$ cat config.mk
export PLATFORM = sky130hd
export DESIGN_NAME = traffic_pair_seq
export DESIGN_NICKNAME = d
export VERILOG_FILES = /design/src/rtl/tl_pkg.sv /design/src/rtl/tl_rst_sync.sv /design/src/rtl/tl_phase_next.sv /design/src/rtl/tl_lamp_decode.sv /design/src/rtl/traffic_pair_seq.sv
export SDC_FILE = /design/constraint.sdc
export NUM_CORES = 1
export LEC_CHECK = 0
export BUFFER_PORTS_ARGS = -buffer_cell sky130_fd_sc_hd__buf_4
export CORE_AREA = 10 10 47 49
export DETAILED_ROUTE_END_ITERATION = 16
export DIE_AREA = 0 0 57 59
export GPL_TIMING_DRIVEN = 0
export PLACE_DENSITY = 0.61
export SKIP_LAST_GASP = 1
export SYNTH_ARGS = -nofsm -noshare
export SYNTH_HDL_FRONTEND = slang
export SYNTH_SLANG_ARGS = --single-unit
export TNS_END_PERCENT = 5
$ cat constraint.sdc
create_clock -name clk -period 1.35 [get_ports clk]
set_input_delay 0.27 -clock clk [delete_from_list [all_inputs] [get_ports clk]]
set_output_delay 0.27 -clock clk [all_outputs]
set_load 0.05 [all_outputs]
$ cat src/rtl/tl_pkg.sv
package tl_pkg;
  localparam int PHASE_W    = 3;
  localparam int NUM_PHASES = 6;
  localparam int LAMP_W     = 6;

  typedef logic [PHASE_W-1:0] phase_t;
  typedef logic [LAMP_W-1:0]  lamp_vec_t;

  localparam phase_t PH_FIRST   = phase_t'(0);
  localparam phase_t PH_LAST    = phase_t'(NUM_PHASES - 1);
  localparam phase_t PH_B_GREEN = phase_t'(1);
  localparam phase_t PH_B_AMBER = phase_t'(2);
  localparam phase_t PH_A_GREEN = phase_t'(4);
  localparam phase_t PH_A_AMBER = phase_t'(5);

  // lamp vector layout {a_red, a_yel, a_grn, b_red, b_yel, b_grn}
  localparam int LA_R = 5;
  localparam int LA_Y = 4;
  localparam int LA_G = 3;
  localparam int LB_R = 2;
  localparam int LB_Y = 1;
  localparam int LB_G = 0;

  localparam lamp_vec_t LAMPS_ALL_RED = lamp_vec_t'(6'b100_100);
endpackage

$ cat src/rtl/tl_rst_sync.sv
module tl_rst_sync #(
  parameter int STAGES = 2
) (
  input  logic clk,
  input  logic rst_n,
  output logic srst_n
);
  logic [STAGES-1:0] chain_q;

  always_ff @(posedge clk or negedge rst_n) begin
    if (!rst_n) chain_q <= '0;
    else        chain_q <= {chain_q[STAGES-2:0], 1'b1};
  end

  assign srst_n = chain_q[STAGES-1];
endmodule

$ cat src/rtl/tl_phase_next.sv
module tl_phase_next
  import tl_pkg::*;
(
  input  phase_t cur,
  input  logic   advance,
  output phase_t nxt,
  output logic   illegal,
  output logic   step_en
);
  always_comb begin
    illegal = (cur > PH_LAST);
    step_en = advance | illegal;
    if (illegal || cur == PH_LAST) nxt = PH_FIRST;
    else                           nxt = phase_t'(cur + 1'b1);
  end

  // every computed successor is a legal phase
  always_comb begin
    a_r6_legal_next: assert (nxt <= PH_LAST);
  end
endmodule

$ cat src/rtl/tl_lamp_decode.sv
module tl_lamp_decode
  import tl_pkg::*;
#(
  parameter bit FAULT_TOL = 1'b0
) (
  input  phase_t    phase,
  output lamp_vec_t lamps
);
  logic a_grn, a_yel, b_grn, b_yel;
  logic a_red_base, b_red_base;

  always_comb begin
    a_grn      = (phase == PH_A_GREEN);
    a_yel      = (phase == PH_A_AMBER);
    b_grn      = (phase == PH_B_GREEN);
    b_yel      = (phase == PH_B_AMBER);
    a_red_base = ~(a_grn | a_yel);
    b_red_base = ~(b_grn | b_yel);
  end

  generate
    if (FAULT_TOL) begin : g_cross
      always_comb begin
        lamps       = '0;
        lamps[LA_G] = a_grn;
        lamps[LA_Y] = a_yel;
        lamps[LA_R] = a_red_base | b_grn | b_yel;
        lamps[LB_G] = b_grn;
        lamps[LB_Y] = b_yel;
        lamps[LB_R] = b_red_base | a_grn | a_yel;
      end
    end else begin : g_plain
      always_comb begin
        lamps       = '0;
        lamps[LA_G] = a_grn;
        lamps[LA_Y] = a_yel;
        lamps[LA_R] = a_red_base;
        lamps[LB_G] = b_grn;
        lamps[LB_Y] = b_yel;
        lamps[LB_R] = b_red_base;
      end
    end
  endgenerate

  // at least one light stays red, spare codes give all red
  always_comb begin
    a_r5_one_red: assert (lamps[LA_R] | lamps[LB_R]);
    a_r7_spare_red: assert (!(phase > PH_LAST) || lamps == LAMPS_ALL_RED);
  end
endmodule

$ cat src/rtl/traffic_pair_seq.sv
module traffic_pair_seq
  import tl_pkg::*;
#(
  parameter bit FAULT_TOL = 1'b0
) (
  input  logic clk,
  input  logic rst_n,
  input  logic advance,
  output logic r1,
  output logic y1,
  output logic g1,
  output logic r2,
  output logic y2,
  output logic g2,
  output logic fault
);
  logic      srst_n;
  phase_t    state_q, state_d;
  logic      state_en;
  lamp_vec_t lamp_d, lamp_q;

  tl_rst_sync #(.STAGES(2)) u_rst (
    .clk    (clk),
    .rst_n  (rst_n),
    .srst_n (srst_n)
  );

  tl_phase_next u_next (
    .cur     (state_q),
    .advance (advance),
    .nxt     (state_d),
    .illegal (fault),
    .step_en (state_en)
  );

  tl_lamp_decode #(.FAULT_TOL(FAULT_TOL)) u_dec (
    .phase (state_q),
    .lamps (lamp_d)
  );

  always_ff @(posedge clk or negedge srst_n) begin
    if (!srst_n)       state_q <= PH_FIRST;
    else if (state_en) state_q <= state_d;
  end

  always_ff @(posedge clk or negedge srst_n) begin
    if (!srst_n) lamp_q <= LAMPS_ALL_RED;
    else         lamp_q <= lamp_d;
  end

  assign r1 = lamp_q[LA_R];
  assign y1 = lamp_q[LA_Y];
  assign g1 = lamp_q[LA_G];
  assign r2 = lamp_q[LB_R];
  assign y2 = lamp_q[LB_Y];
  assign g2 = lamp_q[LB_G];

  // no strobe on a legal phase holds the phase
  a_r3_hold: assert property (@(posedge clk) disable iff (!srst_n)
    (!advance && !fault) |=> $stable(state_q));

  // strobe on a legal non-final phase moves one step up
  a_r2_step: assert property (@(posedge clk) disable iff (!srst_n)
    (advance && !fault && state_q != PH_LAST) |=> state_q == phase_t'($past(state_q) + 1'b1));

  // spare code returns to phase 0
  a_r6_recover: assert property (@(posedge clk) disable iff (!srst_n)
    fault |=> state_q == PH_FIRST);

  // a spare code shows as all red one cycle later
  a_r7_red_after_fault: assert property (@(posedge clk) disable iff (!srst_n)
    fault |=> (r1 && r2 && !g1 && !y1 && !g2 && !y2));

  // one lamp per light at the outputs
  a_r5_one_lamp: assert property (@(posedge clk) disable iff (!srst_n)
    ($countones({r1, y1, g1}) == 1) && ($countones({r2, y2, g2}) == 1));
endmodule

==> results of run 1 <==
==> synthesized netlist by cell type (all sizes together), types with 2 or more instances <==
| library cell | number |
|---|---|
| dfrtp | 9 |
| ha | 4 |
| inv | 3 |
| and2 | 2 |
| clkbuf | 2 |
| dfstp | 2 |
| nand3b | 2 |
| nor2b | 2 |
| o21ai | 2 |
| o21bai | 2 |
| o221ai | 2 |
==> timing repair <==
item / CTS / global route
resized for setup: 8 / 2
hold buffers: 1 / 0
hold endpoints to repair: 2 / 0
buffers inserted: 4 / 0
setup endpoints to repair: 4 / 4
pin swaps: 1 / 0
==> kinds of logic after synthesis <==
| group | count (synthesis) |
|---|---|
| AOI/OAI and AO/OA | 7 |
| muxes | 1 |
| buffers and inverters | 6 |
| and+or+nand+nor | 11 |
| xor gates and xnor gates | 1 |
| other | 1 |
| DFF | 11 |
| adders and majority gates | 4 |
==> worst register-to-register path, delay by kind of cell (launching register included) <==
kind,cells,cell delay [ns]
buffers and inverters,1,0.16
and+or+nand+nor,1,0.39
AOI/OAI and AO/OA,1,0.18
adders and majority gates,1,0.17
DFF,1,0.43
==> flip-flops by register name (all words and copies together) (netlist names) <==
register,cells
lamp_q,6
state_q,3
u_rst.chain_q,2
==> worst max-delay path by stage <==
stage | start | endpoint | slack (ns) | cells after the start
6_report | state_q[0] | fault | -0.14 | 3
5_1_grt | state_q[0] | fault | -0.20 | 3
2_1_floorplan | state_q[1] | fault | -0.20 | 4
4_1_cts | state_q[0] | fault | -0.15 | 3
3_5_place_dp | state_q[1] | state_q[0] | -0.19 | 5
3_3_place_gp | state_q[1] | state_q[0] | -0.19 | 5
==> power by group <==
group          leakage [nW]  internal (W)  total [W]  switching [W]
combinational         0.175      0.000396   0.000952       0.000556
clock                0.0150      0.000114   0.000222       0.000108
sequential            0.133      0.000455   0.000508      0.0000530
==> layer usage <==
metal / wire (µm) / vias up
met5: 0 / -
met4: 38 / 0
met3: 53 / 4
met2: 463 / 11
met1: 361 / 166
li1: - / 170
==> per-stage QoR <==
step           instance area, µm²   util  worst slack (ns)
6_report                      683  0.488            -0.145
5_1_grt                       683  0.488            -0.195
4_1_cts                       681  0.486            -0.145
3_5_place_dp                  602  0.429            -0.186
3_3_place_gp                  602  0.429            -0.192
2_1_floorplan                 522      -            -0.196
==> layout make-up <==
| class | count | area share |
|---|---|---|
| Sequential cell | 11 | 0.410 |
| Multi-Input combinational cell | 25 | 0.332 |
| Timing Repair Buffer | 13 | 0.158 |
| Clock buffer | 4 | 0.0385 |
| Tap cell | 16 | 0.0293 |
| Buffer | 2 | 0.0165 |
| Inverter | 3 | 0.0165 |
==> flow_metrics.tcl, run 1 <==
set metrics [dict create \
    synth-simple-area-share 0.150 \
    synth_compound_area_frac 0.101 \
    multi_input_area_um2 226 \
    cp_cell_sequence "ha_4 > nor3b_4 > buf_6" \
    place_congestion 0.657 \
    insertion_delay_ns 0.27 \
    ys_async_sr_fraction 1.00 \
    leakagePower_nw 0.322 \
    die_h_um 59 \
    grt_pass1_vias 375 \
    crit_path_start_kind "flip-flop" \
    final_cell_count_no_fill 74 \
    path_class "flip-flop to output pin" \
    slowest_delay_ns 0.43 \
    port_buffers 8 \
    wl_per_cell_um 12.4 \
    grt_max_degree 11 \
    grt_usage 0.0624 \
    cp_max_fo 2 \
    ff2ff_path_depth 4 \
    cts_tree "built" \
    regArea_um2 280 \
    die_area_um2 3360 \
    ioPinCount 10 \
    yosys_warnings 0 \
    root_buffer "clkbuf_4" \
    critPathCaptureType "output pin" \
    ant_nets 0 \
    reg2reg_to "state_q[0]" \
    rr_startpoint "state_q[0]" \
    dp_cells 66 \
    diodes 0 \
    cp_num_buf_inv 1 \
    worstPathRequired_ns 1.08 \
    post-route-period-util 1.11 \
    p_per_area_nw_per_um2 2460 \
    via_per_inst 4.74 \
    syn-cell-area_um2 508 \
    layout_common_cells "buf_4, dfrtp_1, clkbuf_4, ha_1" \
    fmax_mhz 669 \
    drv_slew 0 \
    status "finished with violations" \
    synth_edf_count 0 \
    syn_to_final_growth_pct 34.5 \
    synth_nets 49 \
    use_met3 0.0193 \
    wirelength_um 917 \
    top_usage_layer "met2" \
    crit_arrival_ns 1.22 \
    route.detailed.drc 0 \
    crit_slowest_cell "dfrtp_2" \
    total_power_w 0.00168 \
    ys_ff_latch 11 \
    coreArea_um2 1400 \
    ys.flop_type "dfrtp_1" \
    rsz0062_at_grt "yes" \
    grt-ovfl-total 0 \
    maxCapViolations 0 \
    die_x_um 57 \
    met2_usage 0.104 \
    reg2reg_slack_ns -0.06 \
    initial_utilization 0.362 \
    antenna_found_initial 0 \
    finalSetupTns_ns -0.263 \
    syn_inst 42 \
    synth_area_leaders "dfrtp_1, dfstp_2, ha_1" \
    synthXorXnorAreaFrac 0.0172 \
    setup-violations-final 4 \
    cts_max_level 1 \
    netlist.area_leader.share 0.443 \
    synthAdderAreaFrac 0.0985 \
    vias 351 \
    fillerInstances 135 \
    synth_top_family_by_area "simple AND/OR/NAND/NOR gates" \
    synth_area_per_cell_um2 12.1 \
    grt_pass1_wl_um 1590 \
    min_period_ns 1.49 \
    yosys.area.top_type "dfrtp_1" \
    final_common_cell "buf_4" \
    fp-row-count 14 \
    cts_buffers 3 \
    firstDrtPassIters 2 \
    clock_skew_ns 0.00156 \
    hold_viol 0 \
    clkTransAtPathRegs_ns 0.07 \
    violations "setup timing" \
    synth.distinct_cells 22 \
    hold_slack_ns 0.144 \
    first_iter_violations 1 \
    clk_path_buf_depth 2 \
    dpl.hpwl_um 653 \
    ir_drop_v 0.00118 \
    nets 66 \
    grt_util_met1 0.0598 \
    muxShareOfSynthArea 0.0197 \
    clock_sinks 11 \
    hp-class "flip-flop to asynchronous set/reset pin" \
    setup_ws_ns -0.145 \
    layout-drive-gt1-share 0.448 \
    seq_area_frac_synth 0.547 \
    cpLargestDelayFamily "flip-flops" \
]
(Power assumes the default switching activity.)
==> run 2: changes to the inputs <==
--- a/config.mk
+++ b/config.mk
@@ -7,6 +7,7 @@
 export LEC_CHECK = 0
 export BUFFER_PORTS_ARGS = -buffer_cell sky130_fd_sc_hd__buf_4
 export CORE_AREA = 10 10 47 49
+export CTS_BUF_LIST = sky130_fd_sc_hd__clkbuf_2
 export DETAILED_ROUTE_END_ITERATION = 16
 export DIE_AREA = 0 0 57 59
 export GPL_TIMING_DRIVEN = 0
==> flow_metrics.tcl, run 2 (same netlist as run 1, synthesis figures left out) <==
set metrics [dict create \
    status "finished with violations" \
    violations "setup timing" \
    drv_slew 0 \
    nets 66 \
    vias 357 \
    die_h_um 59 \
    top_regs "lamp_q: 6 flops, state_q: 3 flops, u_rst.chain_q: 2 flops" \
    setup-violations-final 4 \
    top_register "lamp_q" \
    power_frac_clock 0.113 \
    clock_skew_ns 0.00750 \
    leakagePower_nw 0.324 \
    ioPinCount 10 \
    coreArea_um2 1400 \
    clk_path_buf_depth 2 \
    total_power_w 0.00165 \
    p_per_area_nw_per_um2 2430 \
    place_congestion 0.657 \
    wl_per_cell_um 12.7 \
    regArea_um2 280 \
    hold_slack_ns 0.144 \
    min_period_ns 1.48 \
    cp_max_fo 2 \
    firstDrtPassIters 2 \
    diodes 0 \
    cts_max_level 1 \
    dpl.hpwl_um 653 \
    route.detailed.drc 0 \
    p_seq_frac 0.308 \
    post-route-period-util 1.10 \
    multi_input_area_um2 226 \
    first_iter_violations 2 \
    maxCapViolations 0 \
    p_sw_w 0.000717 \
    crit_path_start_kind "flip-flop" \
    via_per_inst 4.82 \
    cp_cell_sequence "ha_4 > nor3b_4 > buf_6" \
    grt_usage 0.0642 \
    cpLargestDelayFamily "flip-flops" \
    die_area_um2 3360 \
    final_common_cell "buf_4" \
    p_comb_frac 0.580 \
    finish.instance_area_um2 677 \
    insertion_delay_ns 0.25 \
    setup_ws_ns -0.132 \
    ant_nets 0 \
    slowest_delay_ns 0.44 \
    grt_pass1_vias 362 \
    ir_drop_v 0.00108 \
    largest_reg_flops 6 \
    fmax_mhz 675 \
    die_x_um 57 \
    clock_sinks 11 \
    crit_slowest_cell "dfrtp_2" \
    p_int_w 0.000930 \
    grt_pass1_wl_um 1580 \
    layout_common_cells "buf_4, dfrtp_1, clkbuf_2, ha_1" \
    layout-drive-gt1-share 0.466 \
    crit_arrival_ns 1.21 \
    wirelength_um 939 \
    clkTransAtPathRegs_ns 0.11 \
    critPathCaptureType "output pin" \
    antenna_found_initial 0 \
    place_area_um2 602 \
    port_buffers 8 \
    syn_to_final_growth_pct 33.3 \
    grt_max_degree 11 \
    initial_utilization 0.362 \
    worstPathRequired_ns 1.08 \
    hold_viol 0 \
    root_buffer "clkbuf_2" \
    rsz0062_at_grt "yes" \
    hp-class "flip-flop to asynchronous set/reset pin" \
    pre_cts_ws_ns -0.186 \
    fp-row-count 14 \
    fillerInstances 139 \
    cts_tree "built" \
    grt-ovfl-total 0 \
    path_class "flip-flop to output pin" \
    cp_num_buf_inv 1 \
    cts_buffers 3 \
    sw_frac_of_total 0.435 \
]
[run 2: cell count changes in the layout (fill, tap and decap cells not counted)]
cell	before	now
clkbuf_1	2	1
clkbuf_2	0	4
clkbuf_4	4	1
[run 2: area by class of cell]
| type | count | area share |
|---|---|---|
| plain buffers | 2 | 0.0166 |
| clock buffers | 4 | 0.0296 |
| inverters | 3 | 0.0166 |
| multi-input cells | 25 | 0.335 |
| flip-flops and latches | 11 | 0.414 |
| well taps | 16 | 0.0296 |
| repair buffers | 13 | 0.159 |
[run 2: worst paths after layout]
check                                  from               end  slack (ns)  cells after the start
min                        u_rst.chain_q[1]         lamp_q[3]        0.14                      0
min reg2reg                u_rst.chain_q[1]         lamp_q[3]        0.14                      0
max reg2reg                      state_q[0]        state_q[0]       -0.07                      4
max                              state_q[0]             fault       -0.13                      3
max in group asynchronous  u_rst.chain_q[1]         lamp_q[5]        0.89                      0
min in group clk           u_rst.chain_q[0]  u_rst.chain_q[1]        0.37                      0
[run 2: timing repair]
item	CTS	global route
hold endpoints to repair	2	0
buffers inserted	4	0
pin swaps	1	0
hold buffers	1	0
setup endpoints to repair	4	4
gates resized for setup	8	2
[run 2: routing by layer]
layer	vias up	wire, µm	track usage
li1	173	-	-
met1	171	388	0.0586
met2	11	461	0.102
met3	2	47	0.0193
met4	0	41	0.0805
met5	-	0	0
[run 2: per-stage QoR]
stage,util,std cells,TNS (ns)
6_report,0.483,74,-0.257
2_1_floorplan,-,42,-0.322
4_1_cts,0.481,74,-0.286
5_1_grt,0.483,74,-0.522
3_5_place_dp,0.429,66,-0.537
3_3_place_gp,0.429,66,-0.554
[run 2: power by group through the flow]
stage | logic [W] | clock network (W) | registers [W]
floorplan | 0.000403 | 0 | 0.000745
global placement | 0.000779 | 0 | 0.000550
detailed placement | 0.000795 | 0 | 0.000553
CTS | 0.000958 | 0.000194 | 0.000509
global route | 0.00103 | 0.000212 | 0.000517
finish | 0.000954 | 0.000185 | 0.000507
==> run 3: changes to the inputs <==
--- a/config.mk
+++ b/config.mk
@@ -5,13 +5,14 @@
 export SDC_FILE = /design/constraint.sdc
 export NUM_CORES = 1
 export LEC_CHECK = 0
+export ABC_AREA = 1
 export BUFFER_PORTS_ARGS = -buffer_cell sky130_fd_sc_hd__buf_4
 export CORE_AREA = 10 10 47 49
 export CTS_BUF_LIST = sky130_fd_sc_hd__clkbuf_2
 export DETAILED_ROUTE_END_ITERATION = 16
 export DIE_AREA = 0 0 57 59
 export GPL_TIMING_DRIVEN = 0
-export PLACE_DENSITY = 0.61
+export PLACE_DENSITY = 0.58
 export SKIP_LAST_GASP = 1
 export SYNTH_ARGS = -nofsm -noshare
 export SYNTH_HDL_FRONTEND = slang
==> flow_metrics.tcl, run 3 <==
set metrics [dict create \
    status "finished with violations" \
    violations "setup timing" \
    final_common_cell "buf_4" \
    grt_pass1_wl_um 1520 \
    post-route-period-util 1.15 \
    layout_common_cells "buf_4, dfrtp_1, nand2_1, nor2_1" \
    place_congestion 0.786 \
    crit_arrival_ns 1.28 \
    initial_utilization 0.340 \
    syn_inst 47 \
    ioPinCount 10 \
    grt_max_degree 10 \
    die_x_um 57 \
    nets 77 \
    crit_path_start_kind "flip-flop" \
    fmax_mhz 645 \
    p_per_area_nw_per_um2 2540 \
    clk_path_buf_depth 2 \
    ys.flop_type "dfrtp_1" \
    ys_async_sr_fraction 1.00 \
    first_iter_violations 11 \
    grt_pass1_vias 349 \
    die_h_um 59 \
    dpl.hpwl_um 586 \
    finalSetupTns_ns -0.199 \
    root_buffer "clkbuf_2" \
    crit_slowest_cell "dfrtp_1" \
    hold_viol 0 \
    die_area_um2 3360 \
    ys_top_cells_by_count "dfrtp_1, inv_1, nand2_1, nor2_1, ha_1" \
    synth_area_per_cell_um2 10.1 \
    fillerInstances 137 \
    fp-row-count 14 \
    maxCapViolations 0 \
    diodes 0 \
    path_class "flip-flop to output pin" \
    top_register "lamp_q" \
    ir_drop_v 0.000972 \
    grt_usage 0.0611 \
    regArea_um2 278 \
    cts_tree "built" \
    setup-violations-final 1 \
    clock_sinks 11 \
    leakagePower_nw 0.369 \
    largest_reg_flops 6 \
    ys_ff_latch 11 \
    clock_skew_ns 0.0128 \
    grt-ovfl-total 0 \
    via_per_inst 4.35 \
    syn_to_final_growth_pct 44.4 \
    worstPathRequired_ns 1.08 \
    critPathCaptureType "output pin" \
    dp_cells 72 \
    finish.instance_area_um2 688 \
    hp-class "flip-flop to asynchronous set/reset pin" \
    rsz0062_at_grt "yes" \
    synth_nets 54 \
    yosys.area.top_type "dfrtp_1" \
    min_period_ns 1.55 \
    setup_ws_ns -0.199 \
    cp_num_buf_inv 4 \
    post-synth-top-count-cell "dfrtp_1" \
    final_cell_count_no_fill 85 \
    cts_buffers 3 \
    cp_max_fo 3 \
    synth_edf_count 0 \
    port_buffers 9 \
    synth_area_leaders "dfrtp_1, dfstp_2, ha_1" \
    layout-drive-gt1-share 0.478 \
    firstDrtPassIters 4 \
    netlist.area_leader.share 0.472 \
    cts_max_level 1 \
    yosys_warnings 0 \
    seq_area_frac_synth 0.583 \
    coreArea_um2 1400 \
    wirelength_um 920 \
    antenna_found_initial 0 \
    cp_cell_sequence "inv_2 > ha_4 > inv_4 > nand3_4 > clkinvlp_4 > buf_8" \
    syn-cell-area_um2 477 \
    insertion_delay_ns 0.27 \
    fin_util 0.491 \
    synth.distinct_cells 14 \
    ant_nets 0 \
    top_regs "lamp_q: 6 flops, state_q: 3 flops, u_rst.chain_q: 2 flops" \
    cpLargestDelayFamily "flip-flops" \
    clkTransAtPathRegs_ns 0.12 \
    slowest_delay_ns 0.41 \
    wl_per_cell_um 10.8 \
    route.detailed.drc 0 \
    multi_input_area_um2 174 \
    vias 370 \
    place_area_um2 568 \
    drv_slew 0 \
]
[run 3: changes by cell type after synthesis, sizes merged, moves of 3 or more]
cell,change
inv,+6
nand3,+4
nand2,+6
nand4,+3
nor2,+5
[run 3: area by class of cell]
class	instances	share of cell area
Buffer	1	0.0164
Multi-Input combinational cell	26	0.253
Tap cell	16	0.0291
Clock buffer	4	0.0291
Inverter	9	0.0582
Sequential cell	11	0.404
Timing Repair Buffer	18	0.211
[run 3: per-stage QoR]
stage          hold slack, ns  setup slack, ns  power, W
6_report                0.135           -0.199   0.00175
5_1_grt                 0.182           -0.260   0.00187
4_1_cts                 0.150           -0.196   0.00169
3_5_place_dp           0.0526          -0.0923   0.00131
3_3_place_gp           0.0519           -0.101   0.00131
2_1_floorplan         -0.0256           0.0323   0.00112
[run 3: metal layers]
metal	up-vias	track usage	part of all wire
met2	12	0.0961	0.49
met3	5	0.0236	0.063
met5	-	0	0
met4	0	0.0705	0.042
met1	164	0.0560	0.41
li1	189	-	-
[run 3: timing repair]
item | CTS | global route
setup endpoints to repair | 1 | 1
pin swaps | 1 | 0
buffers inserted | 5 | 3
hold buffers | 1 | 0
hold endpoints to repair | 2 | 0
resized for setup | 9 | 0
[run 3: logic make-up (layout without fill, tap and decap cells)]
| family | Yosys count | in the layout | synth area share |
|---|---|---|---|
| buf+inv | 10 | 32 | 0.0945 |
| other cells | 1 | 1 | 0.00787 |
| flops | 11 | 11 | 0.583 |
| simple gates | 20 | 20 | 0.199 |
| fa+ha+maj | 4 | 4 | 0.105 |
| compound gates | 1 | 1 | 0.0105 |
[run 3: worst reg2reg max path, delay by kind of cell (launching register included)]
kind | cells | cell delay (ns)
fa+ha+maj | 1 | 0.20
buf+inv | 3 | 0.31
flops | 1 | 0.45
simple gates | 4 | 0.29
[run 3: power by group]
group,leakage (nW),internal [W],switching [W],total [W]
clock network,0.0166,0.0000786,0.000117,0.000195
logic,0.216,0.000410,0.000625,0.00103
registers,0.136,0.000459,0.0000574,0.000517
total,0.369,0.000947,0.000800,0.00175
[run 3: final timing paths]
check                            startpoint         end  slack [ns]  depth (start not counted)
min                        u_rst.chain_q[1]  state_q[1]        0.13                          0
min in group clk                    advance  state_q[1]        0.26                          3
max in group asynchronous  u_rst.chain_q[1]   lamp_q[5]        0.89                          0
max                              state_q[1]       fault       -0.20                          6
min reg2reg                u_rst.chain_q[1]  state_q[1]        0.13                          0
max reg2reg                      state_q[0]  state_q[2]        0.05                          8
